<file path="src/rtl/sst_pkg.sv">
package sst_pkg;
    typedef logic [1:0] addr_t;

    localparam addr_t ADDR_DATA = 2'd0;
    localparam addr_t ADDR_CTRL = 2'd1;
    localparam addr_t ADDR_STAT = 2'd2;
    localparam addr_t ADDR_DIV  = 2'd3;

    // bit 0 enable, bit 1 empty irq enable, bit 2 end irq enable, bit 3 external clock
    typedef struct packed {
        logic ext;
        logic teie;
        logic tie;
        logic te;
    } ctrl_t;
endpackage

</file>
<file path="src/rtl/sst_regs.sv">
module sst_regs
    import sst_pkg::*;
#(
    parameter int DATA_W = 8,
    parameter int DIV_W  = 8
) (
    input  logic              clk,
    input  logic              rst_n,
    input  logic              wr_en,
    input  addr_t             wr_addr,
    input  logic [DATA_W-1:0] wr_data,
    output ctrl_t             ctrl,
    output logic [DATA_W-1:0] tdr,
    output logic [DIV_W-1:0]  div,
    output logic              data_wr,
    output logic              clr_req
);
    typedef struct packed {
        ctrl_t             ctrl;
        logic [DATA_W-1:0] tdr;
        logic [DIV_W-1:0]  div;
    } reg_t;

    reg_t r_d, r_q;

    always_comb begin
        r_d = r_q;
        if (wr_en) begin
            unique case (wr_addr)
                ADDR_DATA: r_d.tdr  = wr_data;
                ADDR_CTRL: r_d.ctrl = ctrl_t'(wr_data[3:0]);
                ADDR_DIV:  r_d.div  = wr_data[DIV_W-1:0];
                default:   ;
            endcase
        end
    end

    always_ff @(posedge clk or negedge rst_n) begin
        if (!rst_n) r_q <= '0;
        else        r_q <= r_d;
    end

    assign ctrl    = r_q.ctrl;
    assign tdr     = r_q.tdr;
    assign div     = r_q.div;
    assign data_wr = wr_en && (wr_addr == ADDR_DATA);
    assign clr_req = wr_en && (wr_addr == ADDR_STAT) && !wr_data[0];
endmodule

</file>
<file path="src/rtl/sst_clkgen.sv">
module sst_clkgen #(
    parameter int DIV_W = 8
) (
    input  logic             clk,
    input  logic             rst_n,
    input  logic             ext_mode,
    input  logic             active,
    input  logic [DIV_W-1:0] div,
    input  logic             sclk_in,
    output logic             fall_ev,
    output logic             rise_ev,
    output logic             sclk_int
);
    typedef struct packed {
        logic [DIV_W-1:0] cnt;
        logic             ph;
        logic [2:0]       sync;
    } cg_t;

    cg_t c_d, c_q;

    always_comb begin
        c_d      = c_q;
        c_d.sync = {c_q.sync[1:0], sclk_in};
        fall_ev  = 1'b0;
        rise_ev  = 1'b0;
        if (!active || ext_mode) begin
            c_d.cnt = '0;
            c_d.ph  = 1'b1;
        end else if (c_q.cnt == div) begin
            c_d.cnt = '0;
            c_d.ph  = !c_q.ph;
            fall_ev = c_q.ph;
            rise_ev = !c_q.ph;
        end else begin
            c_d.cnt = c_q.cnt + 1'b1;
        end
        if (ext_mode) begin
            fall_ev = c_q.sync[2] && !c_q.sync[1];
            rise_ev = !c_q.sync[2] && c_q.sync[1];
        end
    end

    always_ff @(posedge clk or negedge rst_n) begin
        if (!rst_n) c_q <= '{cnt: '0, ph: 1'b1, sync: 3'b111};
        else        c_q <= c_d;
    end

    assign sclk_int = c_q.ph;
endmodule

</file>
<file path="src/rtl/sst_txeng.sv">
module sst_txeng #(
    parameter int DATA_W = 8
) (
    input  logic              clk,
    input  logic              rst_n,
    input  logic              te,
    input  logic [DATA_W-1:0] tdr,
    input  logic              data_wr,
    input  logic              clr_req,
    input  logic              fall_ev,
    input  logic              rise_ev,
    output logic              active,
    output logic              txd,
    output logic              tdre,
    output logic              tend
);
    localparam int CNT_W = (DATA_W > 1) ? $clog2(DATA_W) : 1;
    localparam logic [CNT_W-1:0] LAST = CNT_W'(DATA_W - 1);

    typedef struct packed {
        logic              active;
        logic              hi;
        logic              chain;
        logic [CNT_W-1:0]  cnt;
        logic [DATA_W-1:0] shreg;
        logic              txd;
        logic              tdre;
        logic              tend;
    } eng_t;

    eng_t e_d, e_q;

    always_comb begin
        e_d = e_q;
        if (data_wr) e_d.tend = 1'b0;
        if (clr_req) e_d.tdre = 1'b0;
        if (!te) begin
            e_d.active = 1'b0;
            e_d.hi     = 1'b1;
            e_d.chain  = 1'b0;
            e_d.cnt    = '0;
            e_d.tdre   = 1'b1;
            e_d.tend   = 1'b1;
        end else if (!e_q.active) begin
            if (!e_q.tdre) begin
                e_d.shreg  = tdr;
                e_d.tdre   = 1'b1;
                e_d.active = 1'b1;
                e_d.hi     = 1'b1;
                e_d.chain  = 1'b0;
                e_d.cnt    = '0;
            end
        end else if (e_q.hi && fall_ev) begin
            e_d.hi    = 1'b0;
            e_d.txd   = e_q.shreg[0];
            e_d.shreg = e_q.shreg >> 1;
            if (e_q.cnt == LAST) begin
                if (!e_q.tdre) begin
                    e_d.shreg = tdr;
                    e_d.tdre  = 1'b1;
                    e_d.chain = 1'b1;
                end else begin
                    e_d.tend  = 1'b1;
                end
            end
        end else if (!e_q.hi && rise_ev) begin
            e_d.hi = 1'b1;
            if (e_q.cnt == LAST) begin
                e_d.cnt = '0;
                if (e_q.chain) e_d.chain  = 1'b0;
                else           e_d.active = 1'b0;
            end else begin
                e_d.cnt = e_q.cnt + 1'b1;
            end
        end
    end

    always_ff @(posedge clk or negedge rst_n) begin
        if (!rst_n) e_q <= '{active: 1'b0, hi: 1'b1, chain: 1'b0, cnt: '0,
                             shreg: '0, txd: 1'b1, tdre: 1'b1, tend: 1'b1};
        else        e_q <= e_d;
    end

    assign active = e_q.active;
    assign txd    = e_q.txd;
    assign tdre   = e_q.tdre;
    assign tend   = e_q.tend;
endmodule

</file>
<file path="src/rtl/sync_ser_tx.sv">
module sync_ser_tx
    import sst_pkg::*;
#(
    parameter int DATA_W = 8,
    parameter int DIV_W  = 8
) (
    input  logic              clk,
    input  logic              rst_n,
    input  logic              wr_en,
    input  logic [1:0]        wr_addr,
    input  logic [DATA_W-1:0] wr_data,
    input  logic              sclk_in,
    output logic              sclk_o,
    output logic              txd_o,
    output logic              tdre_o,
    output logic              tend_o,
    output logic              txi_o,
    output logic              tei_o
);
    ctrl_t             ctrl;
    logic [DATA_W-1:0] tdr;
    logic [DIV_W-1:0]  div;
    logic              data_wr, clr_req;
    logic              fall_ev, rise_ev, sclk_int, active;
    logic              ctrl_te, ctrl_ext;

    sst_regs #(.DATA_W(DATA_W), .DIV_W(DIV_W)) regs_i (
        .clk(clk), .rst_n(rst_n), .wr_en(wr_en), .wr_addr(wr_addr),
        .wr_data(wr_data), .ctrl(ctrl), .tdr(tdr), .div(div),
        .data_wr(data_wr), .clr_req(clr_req)
    );

    assign ctrl_te  = ctrl.te;
    assign ctrl_ext = ctrl.ext;

    sst_clkgen #(.DIV_W(DIV_W)) clkgen_i (
        .clk(clk), .rst_n(rst_n), .ext_mode(ctrl_ext), .active(active),
        .div(div), .sclk_in(sclk_in), .fall_ev(fall_ev), .rise_ev(rise_ev),
        .sclk_int(sclk_int)
    );

    sst_txeng #(.DATA_W(DATA_W)) eng_i (
        .clk(clk), .rst_n(rst_n), .te(ctrl_te), .tdr(tdr), .data_wr(data_wr),
        .clr_req(clr_req), .fall_ev(fall_ev), .rise_ev(rise_ev),
        .active(active), .txd(txd_o), .tdre(tdre_o), .tend(tend_o)
    );

    assign sclk_o = ctrl_ext | sclk_int | ~active;
    assign txi_o  = tdre_o & ctrl.tie;
    assign tei_o  = tend_o & ctrl.teie;
endmodule

</file>
<file path="config.mk">
export PLATFORM = sky130hd
export DESIGN_NAME = sync_ser_tx
export DESIGN_NICKNAME = d
export VERILOG_FILES = /design/src/rtl/sst_pkg.sv /design/src/rtl/sst_regs.sv /design/src/rtl/sst_clkgen.sv /design/src/rtl/sst_txeng.sv /design/src/rtl/sync_ser_tx.sv
export SDC_FILE = /design/constraint.sdc
export NUM_CORES = 1
export LEC_CHECK = 0
export ABC_AREA = 1
export CORE_MARGIN = 2
export CORE_UTILIZATION = 59
export CTS_BUF_LIST = sky130_fd_sc_hd__clkbuf_4 sky130_fd_sc_hd__clkbuf_8
export CTS_CLUSTER_DIAMETER = 150
export DETAILED_ROUTE_END_ITERATION = 8
export DONT_BUFFER_PORTS = 1
export PLACE_DENSITY_LB_ADDON = 0.3
export SLEW_MARGIN = 20
export SYNTH_ARGS = -nofsm -noshare
export SYNTH_HDL_FRONTEND = slang
export SYNTH_HIERARCHICAL = 1
export SYNTH_SLANG_ARGS = --single-unit
</file>
<file path="constraint.sdc">
create_clock -name clk -period 1.7 [get_ports clk]
set_input_delay 0.425 -clock clk [delete_from_list [all_inputs] [get_ports clk]]
set_output_delay 0.425 -clock clk [all_outputs]
set_load 0.05 [all_outputs]
</file>
## Yosys cells after proc, flatten, opt, wreduce, memory -nomap -nowiden

Cells that the tools add are included.

- Register bits: 49
- Latch bits: 0
- Memory bits (writable): 0
- ROM bits: 0
- Logic and storage cells: 94
- Memories: 0

- $add $sub $neg: 2
- Multipliers: 0
- Divide/modulo/power cells: 0
- Magnitude comparators: 0
- Equality and inequality tests: 13
- Shift-type cells: 0
- Mux-type cells: 33
- Bitwise gates (word level): 5
- Reductions and logical operators: 24

Operators with widths:

| operator | number |
|---|---|
| 14-bit 2-to-1 mux | 2 |
| 8-bit 2-to-1 mux | 3 |
| 1-bit 2-to-1 mux | 19 |
| 6-bit 2-to-1 mux | 2 |
| 3-bit != test, second input constant | 4 |
| 11-bit 2-to-1 mux | 1 |
| 9-bit 2-to-1 mux | 1 |
| 3-bit AND reduction | 3 |
| 8-bit by 1-bit adder with 8-bit output, second input constant | 1 |
| 8-bit == test | 1 |
| 2-bit AND reduction | 4 |
| 1-bit logical AND | 7 |
| 1-bit logical NOT | 6 |
| 2-bit 2-to-1 mux | 3 |
| 3-bit 2-to-1 mux | 2 |
| 2-bit == test, second input constant | 2 |
| 4-bit != test, second input constant | 1 |
| 4-bit AND reduction | 1 |
| 3-bit by 1-bit adder with 3-bit output, second input constant | 1 |
| 3-bit == test, second input constant | 1 |
| 3-bit by 2-bit != test with 1-bit output, second input constant | 1 |
| 1-bit AND | 2 |
| 2-bit by 1-bit == test with 1-bit output, second input constant | 1 |
| 2-bit logical NOT | 1 |
| 6 further kinds | 7 |

## Logic depth before layout (Yosys ltp)

Gate-level depths: netlist of run 1.

- Word-level depth: 9
- Gate-level depth with buffers: 14
- Depth with buffers taken out: 13

## By module

The synthesis of run 1 kept the hierarchy.

Modules (own cells, without submodules):

| module | times used | cells each | area each (um2) | seq. area each (um2) |
|---|---|---|---|---|
| sst_txeng | 1 | 130 | 957.2 | 430.4 |
| sst_regs | 1 | 94 | 884.6 | 500.5 |
| sst_clkgen | 1 | 85 | 658.1 | 305.3 |
| sync_ser_tx | 1 | 6 | 22.5 | 0.0 |

## Least setup slack after synthesis of run 1

No wires, ideal clock.

- Path kind: register to register
- Start: reg eng_i.e_q (netlist bit eng_i/active)
- End: reg eng_i/e_q[8] in the netlist's numbering
- Data arrival time: 1,772 ps
- Path slack: -137 ps
- Stages on the path, launching flop included: 12
- Path buffers: 1
- Period minus slack after synthesis: 1,837 ps
- Cell sequence: dfrtp_1 > inv_1 > nor2_1 > nand2_1 > o21ai_0 > nand2_1 > nor2_4 > a21oi_4 > buf_6 > nor2_1 > nand2_1 > nand2_1

- Cells in the longest elaborated chain, start to end: 7
- Elaborated cells on any way between the ends: 9
- Those cells by class: eq/ne: 2; mux: 3; reduce/logical: 4

RTL lines:

| what | RTL line | source |
|---|---|---|
| start, declared | sst_txeng.sv:31 | `eng_t e_d, e_q;` |
| start signal, assigned | sst_txeng.sv:79 | `if (!rst_n) e_q <= '{active: 1'b0, hi: 1'b1, chain: 1'b0, cnt: '0,` |
| 1-bit logical NOT | n/a |  |
| 1-bit logical OR | sst_clkgen.sv:27 | `if (!active \|\| ext_mode) begin` |
| 1-bit 2-to-1 mux | sst_clkgen.sv:27 |  |
| 1-bit 2-to-1 mux | sst_clkgen.sv:38 | `if (ext_mode) begin` |
| named net fall_ev | sync_ser_tx.sv:24 | `logic fall_ev, rise_ev, sclk_int, active;` |
| 1-bit logical AND | sst_txeng.sv:53 | `end else if (e_q.hi && fall_ev) begin` |
| 2-bit != test (no source line) | n/a |  |
| 3-bit AND reduction (no source line) | n/a |  |

The timed path passes the listed nets, and every way through them passes these cells.
A chain may end at the register's enable or synchronous reset.

## Worst setup path in the final report of run 1

- Start: reg clkgen_i/c_q[9] in the netlist's numbering
- End: reg eng_i/e_q[4] in the netlist's numbering

- Cells in the longest elaborated chain, start to end: 7

RTL lines:

| what | RTL line | source |
|---|---|---|
| start, declared | sst_clkgen.sv:20 | `cg_t c_d, c_q;` |
| start signal, assigned | sst_clkgen.sv:45 | `if (!rst_n) c_q <= '{cnt: '0, ph: 1'b1, sync: 3'b111};` |
| 8-bit == test | sst_clkgen.sv:30 | `end else if (c_q.cnt == div) begin` |
| 1-bit 2-to-1 mux | sst_clkgen.sv:30 |  |
| 1-bit 2-to-1 mux | sst_clkgen.sv:27 |  |
| 1-bit 2-to-1 mux | sst_clkgen.sv:38 |  |
| named net fall_ev | sync_ser_tx.sv:24 |  |
| 1-bit logical AND | sst_txeng.sv:53 |  |
| 2-bit != test (no source line) | n/a |  |
| 3-bit AND reduction (no source line) | n/a |  |

The timed path passes the listed nets, and every way through them passes these cells.

==> results.md, run 1 <==
- Total routing usage reported by global routing: 22.5%
- Final Cycle Share: 101%
- Actual slew at the worst max-slew pin: 0.467 ns
- Multiplexer share of the synthesized area: 0.446%
- Detailed-route vias per instance: 5.41
- Critical-path maximum fanout: 8
- Fraction of final layout cells with drive strength greater than 1: 20.1%
- Capture endpoint of the worst hold path: clkgen_i/c_d[1]$_DFF_PN1_
- Worst setup skew after layout: 0.00681 ns
- Largest voltage drop on the vdd net: 0.654 mV
- Clock tree from TritonCTS: done
- Number of search-and-repair iterations in the first detailed-routing pass: 5
- Total half-perimeter wirelength after legalization and detailed placement: 3570 um
- Post-place setup slack: -0.0592 ns
- Depth of the worst hold-timing path: 0
- Crit. End Element: register
- Slew Limit Headroom: 68.8%
- CP startpoint kind: register
- Static leakage power: 0.00148 uW
- Adder-cell area share of the yosys netlist: 1.49%
- Number of vias after detailed routing: 2100
- Die Y: 69.4 um
- Maximum achievable frequency: 0.584 GHz
- Gr ovfl total: 0
- Area Growth Syn to Fin: 14.2%
- Total CTS buffers: 5
- Main combinational cell family by area after synthesis: simple AND/OR/NAND/NOR gates
- Post-synthesis cell area: 2520 um^2
- Routability congestion estimate from global placement: 0.839
- Hold path start: sclk_in
- Register-to-register setup slack: -0.01 ns
- WP data required: 1.95 ns
- Power density over the cells: 819 nW/um^2
- Post-Synthesis Net Count: 332
- Critical setup path kind: reg -> reg
- DIE AREA: 4810 um^2
- Core Rows: 23
- Reg-to-Reg End: eng_i/e_q[4]$_DFFE_PN0P_
- Final setup viols: 2
- Outcome: finished with violations
- Iteration-0 DRC count of the detailed router: 95
- Final Slew Violations: 0
- Largest buffer count on any clock path: 2
- Antenna Violating Nets Remaining: 0
- Final hold viol count: 0
- Register-to-Register Path Depth: 14
- Num ports: 20
- Sinks on Clock Net: 49
- Power, Total: 2360 uW
- Crit path DAT: 1.96 ns
- Count of maximum capacitance violations: 0
- Failing checks: setup timing
- Drt drc: 0
- Clock-pin slew on the worst setup and hold paths: 0.09 ns
- Simple-Gate Fraction of Synth Area: 34.2%
- Ant. Diodes: 0
- Number of different library cells in the post-synthesis netlist: 28
- Placed cell count: 376
- RSZ-0062 raised after global routing: yes
- Average detailed-routed wire length per instance: 13.2 um
- Min Clock Period, post-route: 1.71 ns
- Via count of the first global-routing pass: 1975
- Effective utilization at floorplan: 62.2%
- Final WS setup: -0.0112 ns
- Maximum number of pins on one net before global-route repair: 50
- Post-layout util: 71.0%
- Sequential cell area fraction in the yosys report: 49.0%
- Clock latency of the later-clocked register in the worst-skew pair: 0.31 ns
- Global-route wire length before repair: 8560 um
- Final std cells w/o fill: 388
- Number of storage elements in the synthesis netlist: 49
- Count of buffers from port buffering: 0
- Area of the core region: 4060 um^2
- Chip Width: 69.4 um
- Mean instance size in the synthesized netlist: 8.01 um^2
- Path class of the lowest-slack min-delay path: in -> reg
- Synthesized-area fraction occupied by ao, oa, aoi and oai cells: 4.96%
- Worst reg2reg startpoint: clkgen_i/c_q[9]$_DFF_PN0_
- Number of antenna violations at the first check in global routing: 0
- H-tree levels: 2
- Wirelength, routed: 5110 um
- Count of warnings emitted by yosys: 6
- Root buf cell: sky130_fd_sc_hd__clkbuf_8
- Final nets: 354
- Number of instances in the synthesized netlist: 315
- Share of the synthesized netlist area taken by xor and xnor gates: 2.43%
-- cells in the mapped netlist, drive strengths merged --
| library cell | n | area share (%) |
|---|---|---|
| xor2 | 2 | 0.69 |
| o21ai | 12 | 2.4 |
| a31oi | 1 | 0.25 |
| inv | 31 | 4.6 |
| xnor2 | 5 | 1.7 |
| buf | 8 | 2.8 |
| a21oi | 3 | 1.0 |
| ha | 3 | 1.5 |
| mux2 | 1 | 0.45 |
| nand3 | 18 | 4.1 |
| nand4 | 15 | 3.7 |
| dfrtp | 41 | 41 |
| o211ai | 1 | 0.30 |
| nand3b | 2 | 0.60 |
| dfstp | 8 | 8.3 |
| nor3 | 3 | 0.99 |
| nand2 | 124 | 19 |
| o22ai | 4 | 0.99 |
| nor2 | 33 | 5.6 |
-- routing by layer --
layer  wire length (um)  track usage (%)
met1               2290             29.0
met2               2390             35.7
met3                306             5.67
met4                121             10.5
met5                  0                0
-- area by class of cell --
type | instances | area [um^2]
Timing Repair Buffer | 23 | 220
Tap cell | 50 | 62.6
Clock inverter | 2 | 10.0
Sequential cell | 49 | 1240
Fill cell | 324 | 1180
Inverter | 31 | 116
Multi-Input combinational cell | 227 | 1160
Clock buffer | 6 | 76.3
-- how the worst max path moves through the flow --
| stage | from | end | depth (start not counted) |
|---|---|---|---|
| final | clkgen_i/c_q[9]$_DFF_PN0_ | eng_i/e_q[4]$_DFFE_PN0P_ | 14 |
| after global routing | clkgen_i/c_q[8]$_DFF_PN0_ | eng_i/e_q[7]$_DFFE_PN0P_ | 14 |
| after CTS | clkgen_i/c_q[4]$_DFF_PN0_ | eng_i/e_q[5]$_DFFE_PN0P_ | 14 |
| after detailed placement | clkgen_i/c_q[9]$_DFF_PN0_ | eng_i/e_q[5]$_DFFE_PN0P_ | 14 |
| after global placement | clkgen_i/c_q[9]$_DFF_PN0_ | eng_i/e_q[14]$_DFFE_PN0P_ | 13 |
| after floorplan | clkgen_i/c_q[9]$_DFF_PN0_ | eng_i/e_q[3]$_DFFE_PN0P_ | 13 |
-- cell usage in the layout (no fill, tap or decap) --
master                            n
sky130_fd_sc_hd__xor2_1           2
sky130_fd_sc_hd__nor2_4           3
sky130_fd_sc_hd__clkinv_2         2
sky130_fd_sc_hd__dlygate4sd3_1    1
sky130_fd_sc_hd__o21ai_0          3
sky130_fd_sc_hd__nand3_1         17
sky130_fd_sc_hd__inv_2            4
sky130_fd_sc_hd__buf_12           2
sky130_fd_sc_hd__o21ai_2          4
sky130_fd_sc_hd__buf_16           1
sky130_fd_sc_hd__nand2_4          2
sky130_fd_sc_hd__o22ai_1          3
sky130_fd_sc_hd__buf_4           19
sky130_fd_sc_hd__a31oi_1          1
sky130_fd_sc_hd__a21oi_4          1
sky130_fd_sc_hd__xnor2_1          5
sky130_fd_sc_hd__dfstp_2          8
sky130_fd_sc_hd__nand3_4          1
sky130_fd_sc_hd__nand4_1         15
sky130_fd_sc_hd__nand2_2          7
sky130_fd_sc_hd__a21oi_1          2
sky130_fd_sc_hd__nand3b_1         2
sky130_fd_sc_hd__nor2_1          26
sky130_fd_sc_hd__nor2_2           4
sky130_fd_sc_hd__o21ai_1          5
sky130_fd_sc_hd__o22ai_4          1
sky130_fd_sc_hd__nor3_1           1
sky130_fd_sc_hd__dfrtp_1         41
sky130_fd_sc_hd__o211ai_1         1
sky130_fd_sc_hd__clkbuf_4         1
sky130_fd_sc_hd__inv_1           27
sky130_fd_sc_hd__mux2_4           1
sky130_fd_sc_hd__nand2_1        115
sky130_fd_sc_hd__ha_1             3
sky130_fd_sc_hd__nor3_2           2
sky130_fd_sc_hd__clkbuf_8         5
-- cell families after synthesis --
family	count (synthesis)
AO/OA/AOI/OAI	21
XOR/XNOR	7
adder cells (fa/ha/maj)	3
buffers and inverters	39
flip-flops	49
multiplexers	1
AND/OR/NAND/NOR	195
-- sequential cells by signal (all words and copies together), names as in the netlist --
signal             count
regs_i/ctrl            4
regs_i/div             8
regs_i/tdr             8
clkgen_i/c_q           9
clkgen_i/sclk_int      1
eng_i/txd              1
eng_i/active           1
clkgen_i/c_d           2
eng_i/tend             1
eng_i/tdre             1
eng_i/e_q             13
-- through the flow --
stage	setup TNS (ns)	hold WS [ns]	instance area (um^2)
global route	-1.27	0.0855	2880
detailed placement	-0.425	0.131	2680
floorplan	0	0.129	2520
CTS	0	0.0990	2830
global placement	-0.220	0.131	2680
finish	-0.0207	0.104	2880
-- critical path, stage by stage, from the launching register on --
cell and delay, ns:
sky130_fd_sc_hd__dfrtp_1 0.43, sky130_fd_sc_hd__inv_2 0.07, sky130_fd_sc_hd__nand2_1 0.05, sky130_fd_sc_hd__nand2_1 0.05, sky130_fd_sc_hd__nand2_1 0.06, sky130_fd_sc_hd__nor2_1 0.11, sky130_fd_sc_hd__nand2_2 0.08, sky130_fd_sc_hd__o21ai_2 0.17
sky130_fd_sc_hd__nand2_2 0.10, sky130_fd_sc_hd__nor2_1 0.12, sky130_fd_sc_hd__buf_4 0.16, sky130_fd_sc_hd__o21ai_1 0.07, sky130_fd_sc_hd__nand2_1 0.06, sky130_fd_sc_hd__nand2_1 0.06, sky130_fd_sc_hd__nand2_1 0.05
-- report_power, final --
part           switching [uW]  internal, uW
Sequential               82.8          1260
Clock                     380           302
Combinational             196           141
-- repair_timing --
item                                   in CTS  in global routing
pin swaps                                   2                  8
setup endpoints to repair                  15                 15
hold buffers                                2                  0
resized for setup                           6                 20
endpoints found under the hold margin      49                  0
buffers inserted                            0                  2
Power figures use the tool's default switching activity.
==> inputs of run 2 (changes only) <==
- RECOVER_POWER: unset -> 25
==> run 2 against run 1 <==
Against the previous run:
- the run still ends with setup timing left
- clock power is 0.6% lower
- cell area shrank 0.52%
- fmax fell by 0.28%
- first-iteration DRC count is 7.4% higher
- worst hold slack improved by 0.0017 ns
- register-to-register slack is essentially flat
- power decreased by 0.34%
- critical path type unchanged
==> results.md, run 2 (same netlist as run 1, synthesis figures left out) <==
- Outcome: finished with violations
- Failing checks: setup timing
- Largest buffer count on any clock path: 2
- Final WS setup: -0.0161 ns
- Via count of the first global-routing pass: 1975
- Core Rows: 23
- Final setup viols: 2
- Most common library cell in the layout ignoring fill and taps: sky130_fd_sc_hd__nand2_1
- Switching power share of the total: 27.8%
- Sinks on Clock Net: 49
- Maximum number of pins on one net before global-route repair: 50
- Die Y: 69.4 um
- Placed instance area: 2680 um^2
- Register ranked first by flip-flop count: eng_i/e_q
- Clock group share of total power: 28.8%
- Sequential share of power: 56.9%
- Largest voltage drop on the vdd net: 0.654 mV
- WP data required: 1.95 ns
- Total CTS buffers: 5
- Drt drc: 0
- Clock tree from TritonCTS: done
- Chain of cells forming the critical path: inv_2 -> nand2_1 -> nand2_1 -> nand2_1 -> nor2_1 -> nand2_2 -> o21ai_2 -> nand2_2 -> nor2_1 -> buf_4 -> o21ai_1 -> nand2_1 -> nand2_1 -> nand2_1
- Total routing usage reported by global routing: 22.5%
- Internal Pwr Total: 1700 uW
- Chip Width: 69.4 um
- Path class of the lowest-slack min-delay path: in -> reg
- Wirelength, routed: 5110 um
- Final nets: 354
- Gr ovfl total: 0
- Global-route wire length before repair: 8560 um
- Clock-pin slew on the worst setup and hold paths: 0.09 ns
- Slew Limit Headroom: 62.4%
- Routability congestion estimate from global placement: 0.839
- Critical-path maximum fanout: 8
- Final Slew Violations: 0
- Count of buffers from port buffering: 0
- Antenna Violating Nets Remaining: 0
- RSZ-0062 raised after global routing: yes
- Dominant cell type by count on the critical path: sky130_fd_sc_hd__nand2_1
- H-tree levels: 2
- Commonest cells after routing, fill and taps aside: 116 x sky130_fd_sc_hd__nand2_1, 41 x sky130_fd_sc_hd__dfrtp_1, 27 x sky130_fd_sc_hd__inv_1, 27 x sky130_fd_sc_hd__nor2_1, 18 x sky130_fd_sc_hd__buf_4
- Number of antenna violations at the first check in global routing: 0
- Detailed-route vias per instance: 5.44
- Critical setup path kind: reg -> reg
- Iteration-0 DRC count of the detailed router: 102
- Area of the multi-input gates: 1140 um^2
- Crit. End Element: register
- Static leakage power: 0.00147 uW
- Post-place setup slack: -0.0592 ns
- Fillcell total: 328
- Count of maximum capacitance violations: 0
- Final Cycle Share: 101%
- Root buf cell: sky130_fd_sc_hd__clkbuf_8
- CP max-delay cell: sky130_fd_sc_hd__dfrtp_1
- Post-layout util: 70.6%
- Number of search-and-repair iterations in the first detailed-routing pass: 4
- Stage delay of the slowest cell on the critical path: 0.43 ns
- Total half-perimeter wirelength after legalization and detailed placement: 3570 um
- Maximum achievable frequency: 0.583 GHz
- CP startpoint kind: register
- Net switching component of the power: 654 uW
- Average detailed-routed wire length per instance: 13.2 um
- Kind of cell adding the most delay to the critical path: simple AND/OR/NAND/NOR gates
- DIE AREA: 4810 um^2
- Max FFs per register: 13
- Area of the core region: 4060 um^2
- Worst setup skew after layout: 0.00664 ns
- Combinational share of power: 14.2%
- Min Clock Period, post-route: 1.72 ns
- Biggest regs: eng_i/e_q (13), clkgen_i/c_q (9)
- Power density over the cells: 820 nW/um^2
- Num ports: 20
- Effective utilization at floorplan: 62.2%
- Combined flip-flop and latch cell area: 1240 um^2
- Clock latency of the later-clocked register in the worst-skew pair: 0.30 ns
- Final hold viol count: 0
- Ant. Diodes: 0
- Count of buffering cells on the critical path with inverters included: 2
- Area of all placed cells without fillers: 2870 um^2
- Crit path DAT: 1.96 ns
- Actual slew at the worst max-slew pin: 0.562 ns
- Fraction of final layout cells with drive strength greater than 1: 19.2%
- Number of vias after detailed routing: 2109
- Area Growth Syn to Fin: 13.6%
[run 2: changes by cell type in the layout (fill, tap and decap cells not counted), sizes merged]
cell | before | now
buf | 22 | 21
clkbuf | 6 | 7
[run 2: power groups by stage]
stage	logic, uW	clock network [uW]	registers, uW
finish	335	678	1340
global route	374	747	1350
CTS	325	701	1330
detailed placement	286	0	1360
global placement	278	0	1350
floorplan	230	0	1330
[run 2: path summary, 6_finish.rpt]
check / start / end / slack [ns] / depth (start not counted)
min reg2reg: clkgen_i/c_d[1]$_DFF_PN1_ / clkgen_i/c_d[2]$_DFF_PN1_ / 0.37 / 0
max reg2reg: clkgen_i/c_q[9]$_DFF_PN0_ / eng_i/e_q[4]$_DFFE_PN0P_ / -0.02 / 14
max in group asynchronous: rst_n / eng_i/txd$_DFFE_PN1P_ / 0.80 / 2
max: clkgen_i/c_q[9]$_DFF_PN0_ / eng_i/e_q[4]$_DFFE_PN0P_ / -0.02 / 14
min: sclk_in / clkgen_i/c_d[1]$_DFF_PN1_ / 0.11 / 0
min in group asynchronous: rst_n / eng_i/active$_DFF_PN0_ / 0.62 / 2
[run 2: per-layer routing]
metal,share of wire [%],vias to the layer above,global-route usage [%]
met1,45,994,29.0
met4,2.9,0,10.5
met3,5.2,15,5.67
met5,0,-,0
li1,-,1045,-
met2,47,55,35.7
[run 2: layout make-up]
cell class                      count  share of cell area [%]
Sequential cell                    49                    43.1
Multi-Input combinational cell    227                    39.9
Timing Repair Buffer               23                    7.69
Inverter                           31                    4.06
Clock buffer                        6                    2.66
Tap cell                           50                    2.18
Clock inverter                      2                   0.349
[run 2: what timing repair did]
action                                  4_1_cts  5_1_grt
buffers inserted                              0        2
pin swaps                                     2        8
hold buffers                                  2        0
resized for setup                             6       20
endpoints found under the setup margin       15       15
hold endpoints to repair                     49        0
[run 2: metrics by stage]
step,hold slack (ns),cells,TNS [ns],power [uW]
2_1_floorplan,0.129,315,0,1560
3_3_place_gp,0.131,376,-0.220,1630
3_5_place_dp,0.131,376,-0.425,1640
4_1_cts,0.0990,386,0,2360
5_1_grt,0.0856,388,-1.27,2470
6_report,0.106,388,-0.0300,2350
